**src/rtl/fjmp_pkg.sv**
```systemverilog
package fjmp_pkg;

  localparam int unsigned NUM_ACT   = 4;
  localparam int unsigned NUM_CHK   = 6;

  localparam logic [2:0] KIND_CODE  = 3'd0;
  localparam logic [2:0] KIND_CGATE = 3'd1;
  localparam logic [2:0] KIND_TGATE = 3'd2;
  localparam logic [2:0] KIND_TSS   = 3'd3;

  // check positions, lowest index has highest priority
  localparam int unsigned CHK_NULL  = 0;
  localparam int unsigned CHK_LIMIT = 1;
  localparam int unsigned CHK_KIND  = 2;
  localparam int unsigned CHK_PRIV  = 3;
  localparam int unsigned CHK_BUSY  = 4;
  localparam int unsigned CHK_PRES  = 5;

  typedef enum logic [1:0] {
    FLT_NONE  = 2'b00,
    FLT_GP0   = 2'b01,
    FLT_GPSEL = 2'b10,
    FLT_NPSEL = 2'b11
  } fault_e;

  function automatic logic kind_legal(input logic [2:0] kind);
    return kind <= KIND_TSS;
  endfunction

  // privilege violation for a legal kind
  function automatic logic priv_bad(input logic [2:0] kind, input logic conf,
                                    input logic [1:0] dpl, input logic [1:0] rpl,
                                    input logic [1:0] cpl);
    logic bad;
    if (kind == KIND_CODE) begin
      if (conf) bad = (dpl > cpl);
      else      bad = (dpl != cpl) || (rpl > cpl);
    end else begin
      bad = (dpl < cpl) || (dpl < rpl);
    end
    return bad;
  endfunction

endpackage

```
**src/rtl/fjmp_classify.sv**
```systemverilog
module fjmp_classify
  import fjmp_pkg::*;
#(
  parameter int unsigned IDX_W = 13
) (
  input  logic [IDX_W-1:0]   sel_idx,
  input  logic               sel_ti,
  input  logic [1:0]         sel_rpl,
  input  logic [1:0]         cpl,
  input  logic [IDX_W-1:0]   tbl_limit,
  input  logic [2:0]         kind,
  input  logic [1:0]         dpl,
  input  logic               present,
  input  logic               conf,
  input  logic               busy,
  output logic [NUM_CHK-1:0] fails,
  output logic [NUM_ACT-1:0] kind_hot
);

  always_comb begin
    fails            = '0;
    fails[CHK_NULL]  = (sel_idx == '0) && !sel_ti;
    fails[CHK_LIMIT] = (sel_idx > tbl_limit);
    fails[CHK_KIND]  = !kind_legal(kind);
    fails[CHK_PRIV]  = kind_legal(kind) && priv_bad(kind, conf, dpl, sel_rpl, cpl);
    fails[CHK_BUSY]  = (kind == KIND_TSS) && (sel_ti || busy);
    fails[CHK_PRES]  = !present;
  end

  for (genvar g = 0; g < NUM_ACT; g++) begin : g_kind
    assign kind_hot[g] = (kind == 3'(g));
  end

endmodule

```
**src/rtl/fjmp_prio.sv**
```systemverilog
module fjmp_prio
  import fjmp_pkg::*;
(
  input  logic [NUM_CHK-1:0] fails,
  output logic [NUM_CHK-1:0] first_hot,
  output fault_e             code
);

  // isolate lowest set bit: that check has the highest priority
  assign first_hot = fails & ~(fails - NUM_CHK'(1));

  always_comb begin
    if (first_hot == '0)             code = FLT_NONE;
    else if (first_hot[CHK_NULL])    code = FLT_GP0;
    else if (first_hot[CHK_PRES])    code = FLT_NPSEL;
    else                             code = FLT_GPSEL;
  end

endmodule

```
**src/rtl/fjmp_desc_check.sv**
```systemverilog
module fjmp_desc_check
  import fjmp_pkg::*;
#(
  parameter int unsigned IDX_W = 13,
  localparam int unsigned SEL_W = IDX_W + 3
) (
  input  logic               clk,
  input  logic               rst_n,
  input  logic               req_i,
  input  logic [IDX_W-1:0]   sel_idx_i,
  input  logic               sel_ti_i,
  input  logic [1:0]         sel_rpl_i,
  input  logic [1:0]         cpl_i,
  input  logic [IDX_W-1:0]   tbl_limit_i,
  input  logic [2:0]         d_kind_i,
  input  logic [1:0]         d_dpl_i,
  input  logic               d_present_i,
  input  logic               d_conf_i,
  input  logic               d_busy_i,
  output logic               valid_o,
  output logic [NUM_ACT-1:0] action_o,
  output logic [1:0]         fault_o,
  output logic [SEL_W-1:0]   fault_sel_o,
  output logic               keep_offset_o
);

  logic [NUM_CHK-1:0] fails;
  logic [NUM_CHK-1:0] first_hot;
  logic [NUM_ACT-1:0] kind_hot;
  fault_e             code;
  logic               accept;
  logic               sel_faults;
  logic [SEL_W-1:0]   dest_sel;

  fjmp_classify #(.IDX_W(IDX_W)) u_cls (
    .sel_idx   (sel_idx_i),
    .sel_ti    (sel_ti_i),
    .sel_rpl   (sel_rpl_i),
    .cpl       (cpl_i),
    .tbl_limit (tbl_limit_i),
    .kind      (d_kind_i),
    .dpl       (d_dpl_i),
    .present   (d_present_i),
    .conf      (d_conf_i),
    .busy      (d_busy_i),
    .fails     (fails),
    .kind_hot  (kind_hot)
  );

  fjmp_prio u_prio (
    .fails     (fails),
    .first_hot (first_hot),
    .code      (code)
  );

  assign accept     = (code == FLT_NONE);
  assign sel_faults = (code == FLT_GPSEL) || (code == FLT_NPSEL);
  assign dest_sel   = {sel_idx_i, sel_ti_i, sel_rpl_i};

  always_ff @(posedge clk or negedge rst_n) begin
    if (!rst_n) begin
      valid_o       <= 1'b0;
      action_o      <= '0;
      fault_o       <= FLT_NONE;
      fault_sel_o   <= '0;
      keep_offset_o <= 1'b0;
    end else if (req_i) begin
      valid_o       <= 1'b1;
      action_o      <= accept ? kind_hot : '0;
      fault_o       <= code;
      fault_sel_o   <= sel_faults ? dest_sel : '0;
      keep_offset_o <= accept && kind_hot[KIND_CODE];
    end else begin
      valid_o       <= 1'b0;
      action_o      <= '0;
      fault_o       <= FLT_NONE;
      fault_sel_o   <= '0;
      keep_offset_o <= 1'b0;
    end
  end

endmodule

```
**config.mk**
```make
export PLATFORM = sky130hd
export DESIGN_NAME = fjmp_desc_check
export DESIGN_NICKNAME = d
export VERILOG_FILES = /design/src/rtl/fjmp_pkg.sv /design/src/rtl/fjmp_classify.sv /design/src/rtl/fjmp_prio.sv /design/src/rtl/fjmp_desc_check.sv
export SDC_FILE = /design/constraint.sdc
export NUM_CORES = 1
export LEC_CHECK = 0
export ABC_AREA = 1
export BUFFER_PORTS_ARGS = -buffer_cell sky130_fd_sc_hd__buf_2
export CAP_MARGIN = 5
export CORE_ASPECT_RATIO = 1.4
export CORE_UTILIZATION = 44
export CTS_BUF_LIST = sky130_fd_sc_hd__clkbuf_4
export CTS_CLUSTER_DIAMETER = 40
export DETAILED_ROUTE_END_ITERATION = 16
export HOLD_SLACK_MARGIN = 0.12
export PLACE_DENSITY = 0.8
export SETUP_SLACK_MARGIN = 0.1
export SYNTH_ARGS = -nofsm -noshare
export SYNTH_HDL_FRONTEND = slang
export SYNTH_HIERARCHICAL = 1
export SYNTH_SLANG_ARGS = --single-unit
export TNS_END_PERCENT = 1
```
**constraint.sdc**
```tcl
create_clock -name clk -period 0.8 [get_ports clk]
set_input_delay 0.08 -clock clk [delete_from_list [all_inputs] [get_ports clk]]
set_output_delay 0.08 -clock clk [all_outputs]
set_load 0.01 [all_outputs]
```
# Yosys cells after proc, flatten, opt, wreduce, memory -nomap -nowiden
# Index checks and enable logic that the tools add are counted.
[word_totals]
register_bits = 24
inputBits = 42
out_inout_bits = 24
elab_cells = 47
[classes]
n_addsub = 1
n_lt_le_gt_ge = 6
n_eq_ne = 6
muxes = 12
bitwise = 2
reduce_logical = 15
[op_table]
columns = ["op", "count"]
rows = [
  ["16-bit two-way mux", 2],
  ["13-bit > comparator", 1],
  ["13-bit logical NOT", 1],
  ["4-bit two-way mux", 2],
  ["6-bit bitwise AND", 1],
  ["3-bit by 2-bit equality test with 1-bit output (second input constant)", 2],
  ["6-bit logical NOT", 1],
  ["2-bit two-way mux", 3],
  ["6-bit inverter", 1],
  ["6-bit by 1-bit subtractor with 6-bit output (second input constant)", 1],
  ["1-bit two-way mux", 5],
  ["2-bit equality test (second input constant)", 2],
  ["2-bit > comparator", 2],
  ["1-bit logical AND", 4],
  ["1-bit logical OR", 4],
  ["2-bit < comparator", 2],
  ["3-bit by 1-bit equality test with 1-bit output (second input constant)", 1],
  ["3-bit by 2-bit less-or-equal comparator with 1-bit output (second input constant)", 1],
  ["1-bit logical NOT", 3],
  ["3-bit logical NOT", 1],
  ["2-bit logical NOT", 1],
  ["2-bit != test", 1],
]

# Longest topological paths before layout
[depth]
depth_word = 15
mapped_depth = 14
depth_no_buf = 14

# Cells and area by module
# Netlist, hierarchy kept.
[by_module_without_submodules]
columns = ["mod", "instances", "cells_per_inst", "area_each_um2", "seq_area_each_um2"]
rows = [
  ["fjmp_desc_check", 1, 72, 805.8, 575.6],
  ["fjmp_classify", 1, 109, 614.3, 0.0],
  ["fjmp_prio", 1, 17, 95.1, 0.0],
]

# Worst setup path before layout
# Ideal clock, no wire load.
[synth_path]
kind = "in2reg"
from = "in tbl_limit_i[12]"
to = "reg fault_o[1]"
setup_time_ps = 118
t_arrival_ps = 1586
t_required_ps = 682
path_slack_ps = -904
path_stages = 14
path_buffers = 1
cell_sequence = "inv_1 ha_1 nand2_1 nor2_2 and2_1 nand2_1 nor2_2 a21oi_2 nor2_2 nand2_2 o21a_1 nand2_4 buf_6 inv_1"
[synth_between]
elab_chain_cells = 7
[synth_lines]
columns = ["item", "line_no", "text"]
rows = [
  ["start, declared", "fjmp_desc_check.sv:14", "input logic [IDX_W-1:0] tbl_limit_i,"],
  ["13-bit > comparator *", "fjmp_classify.sv:23", "fails[CHK_LIMIT] = (sel_idx > tbl_limit);"],
  ["named net fails[1]", "fjmp_desc_check.sv:27", "logic [NUM_CHK-1:0] fails;"],
  ["6-bit by 1-bit subtractor with 6-bit output", "fjmp_prio.sv:10", "assign first_hot = fails & ~(fails - NUM_CHK'(1));"],
  ["6-bit inverter", "fjmp_prio.sv:10", ""],
  ["6-bit bitwise AND *", "fjmp_prio.sv:10", ""],
  ["6-bit logical NOT *", "fjmp_prio.sv:13", "if (first_hot == '0) code = FLT_NONE;"],
  ["2-bit two-way mux *", "fjmp_prio.sv:13", ""],
  ["named net code[1]", "fjmp_desc_check.sv:30", "fault_e code;"],
  ["2-bit two-way mux *", "fjmp_desc_check.sv:67", "end else if (req_i) begin"],
  ["end signal, assigned", "fjmp_desc_check.sv:70", "fault_o <= code;"],
  ["end, declared", "fjmp_desc_check.sv:22", "output logic [1:0] fault_o,"],
]
# The timed path passes the listed nets; every way through them passes the cells marked *.

# Worst setup path after layout
[layout_path]
from = "in cpl_i[1]"
to = "reg action_o[3]"
[layout_between]
elab_cells_between_ends = 19
cone_classes = "add/sub: 1; order compare: 3; eq/ne: 1; mux: 7; bitwise: 2; reduce/logical: 5"
[layout_lines]
columns = ["item", "line_no", "text"]
rows = [
  ["start, declared", "fjmp_desc_check.sv:13", "input logic [1:0] cpl_i,"],
  ["2-bit > comparator / 2-bit != test (equally long branches)", "fjmp_pkg.sv:37", "else bad = (dpl != cpl) || (rpl > cpl);"],
  ["1-bit logical OR", "fjmp_pkg.sv:37", ""],
  ["1-bit two-way mux", "fjmp_pkg.sv:36", "if (conf) bad = (dpl > cpl);"],
  ["1-bit two-way mux *", "fjmp_pkg.sv:35", "if (kind == KIND_CODE) begin"],
  ["1-bit logical AND *", "fjmp_classify.sv:25", "fails[CHK_PRIV] = kind_legal(kind) && priv_bad(kind, conf, dpl, sel_rpl, cpl);"],
  ["named net fails[3]", "fjmp_desc_check.sv:27", ""],
  ["6-bit by 1-bit subtractor with 6-bit output", "fjmp_prio.sv:10", ""],
  ["6-bit inverter", "fjmp_prio.sv:10", ""],
  ["6-bit bitwise AND *", "fjmp_prio.sv:10", ""],
  ["6-bit logical NOT *", "fjmp_prio.sv:13", ""],
  ["2-bit two-way mux *", "fjmp_prio.sv:13", ""],
  ["named net code[1]", "fjmp_desc_check.sv:30", ""],
  ["2-bit logical NOT *", "fjmp_desc_check.sv:56", "assign accept = (code == FLT_NONE);"],
  ["4-bit two-way mux *", "fjmp_desc_check.sv:69", "action_o <= accept ? kind_hot : '0;"],
  ["4-bit two-way mux *", "fjmp_desc_check.sv:67", ""],
  ["end signal, assigned", "fjmp_desc_check.sv:69", ""],
  ["end, declared", "fjmp_desc_check.sv:21", "output logic [NUM_ACT-1:0] action_o,"],
]
# Marks and branches as above.

==> run metrics <==
status finished, violations left; failing checks negative setup slack; WL/cell 10.5 um; CTS tree built; wirelength, routed 3360 um; crit path kind input pin to flip-flop; Setup WS post-layout -0.562 ns; Num CTS Buffers 3; Tmin final 1.36 ns; Cell Area, Synth 0.00146 mm2; Syn Inst Count between 150 and 200; Core ar. ~0.0032 mm2; GR Overflow Total 0; Max VDD drop 825 uV; slew of the pin with the lowest slew margin 0.462 ns; Filler cells 241; initial core utilization 46.4%; DR pass1 iterations 4; Final Setup Violations 46; setup_tns -13.95 ns; Synth Net Count between 200 and 250; CTS Root Cell clkbuf_4; area of the multi-input gates between 800 and 900 um2; IO Port Bufs 65; # rows 24; Synth Warn # 6; via/cell ratio 4.50; largest fanout on the critical path 4; Post-CTS Hold Fix Bufs 2; fmax between 0.7 and 0.8 GHz; Final Hold Viols 0; post-route antenna net violation count 0; clock sink total 23; global-route wire length before repair 5640 um; pwr dens 1150 mW/mm2; HPWL Detailed 2510 um; Final Max Slew Viols 0; gpl congestion between 0.8 and 0.9; Nets 342; total die area 0.00357 mm2; initial antenna violation count 0; Avg Cell Area, Syn 7.79 um2; share of layout cells above drive strength 1 54.1%; Sequential Area 576 um2; Setup crit start kind input pin; I/O pin cnt 66; largest net degree at the start of global routing 24; via count about 1,400; clk buf depth 2; number of global-route vias before repair 1,381; Rel. slew slack 69.2%; DRC Markers 0; Hold WC Path Type input pin to flip-flop; Clock transition at path regs 0.11 ns; die width 50.8 um; GRT Resource Usage Total 20.8%; total power draw ~2.7 mW; CP endpoint kind flip-flop; leakage power 1.35 nW; unrepaired setup endpoints after global routing true; Tcrit/Tclk final 170%; initial drt markers 14; # H-tree levels 1; Required @ worst endpoint around 1.0 ns; n_diodes 0; worst endpoint data arrival time 1.60 ns; Die Ht roughly 70 um; Synth-to-Final Area Change 60.4%; max-cap violations 0
flip-flops by register name, indices dropped and copies added, names as in the netlist:
register and count:
fault_sel_o 16, fault_o 2, action_o 3, keep_offset_o 1, valid_o 1
power by group:
part           internal [mW]  switching, mW
Clock                  0.228          0.318
Sequential              1.22         0.0132
Combinational          0.442          0.472
critical path: stages:
cell and delay, ns:
buf_2 0.10, inv_2 0.09, ha_4 0.21, inv_1 0.05
nor2_1 0.04, o21a_1 0.18, nor2_2 0.12, a21oi_2 0.08
nor2_4 0.09, nand2_2 0.07, o21a_4 0.27, inv_2 0.08
nand2_4 0.07, nor2_2 0.08
timing repair:
item / in CTS / in global routing
setup endpoints to repair: 46 / 46
gates cloned: 1 / 0
pin swaps: 19 / 13
buffers inserted: 1 / 0
resized for setup: 35 / 11
hold endpoints to repair: 31 / 10
routing by layer:
metal / vias to the layer above / global-route usage, % / share of wire (%)
met5: - / 0 / 0
li1: 740 / - / -
met1: 650 / 23.1 / 38
met2: 43 / 38.5 / 57
met3: 6 / 2.18 / 3.4
met4: 0 / 9.26 / 2.0
per-stage QoR:
step	std cells	area [um2]	hold slack [ns]	setup slack, ns	util [%]
after floorplan	188	1570	-0.216	-0.773	-
after global placement	312	2090	0.0573	-1.00	66.3
after detailed placement	312	2090	0.0626	-1.03	66.3
after CTS	320	2300	0.0399	-0.528	72.9
after global routing	320	2350	0.0345	-0.627	74.5
final	320	2350	0.0534	-0.562	74.5
cell usage in the layout (no fill, tap or decap), drive strengths merged:
cell / count
buf: 89
inv: 55
nand2: 35
nor2: 32
dfrtp: 23
ha: 18
a21oi: 7
clkbuf: 4
nand3: 4
nor4: 3
o21a: 3
o21ai: 3
dlygate4sd3: 2
o21bai: 1
nor3: 1
and2: 1
path summary, 6_finish.rpt:
kind | cells after the start | startpoint | end | slack, ns
worst min-delay path | 1 | req_i | valid_o$_DFF_PN0_ | 0.05
min in group asynchronous | 2 | rst_n | fault_sel_o[13]$_DFF_PN0_ | 0.25
max in group asynchronous | 2 | rst_n | fault_sel_o[5]$_DFF_PN0_ | 0.23
worst max-delay path | 14 | cpl_i[1] | action_o[3]$_DFF_PN0_ | -0.56
area by class of cell:
| cell class | instances | area share (%) |
|---|---|---|
| clock buffer | 4 | 1.28 |
| timing repair buffer | 91 | 24.6 |
| tap | 39 | 2.08 |
| inverter | 55 | 9.75 |
| sequential | 23 | 24.5 |
| multi-input combinational | 108 | 37.8 |
(Power assumes the default switching activity.)
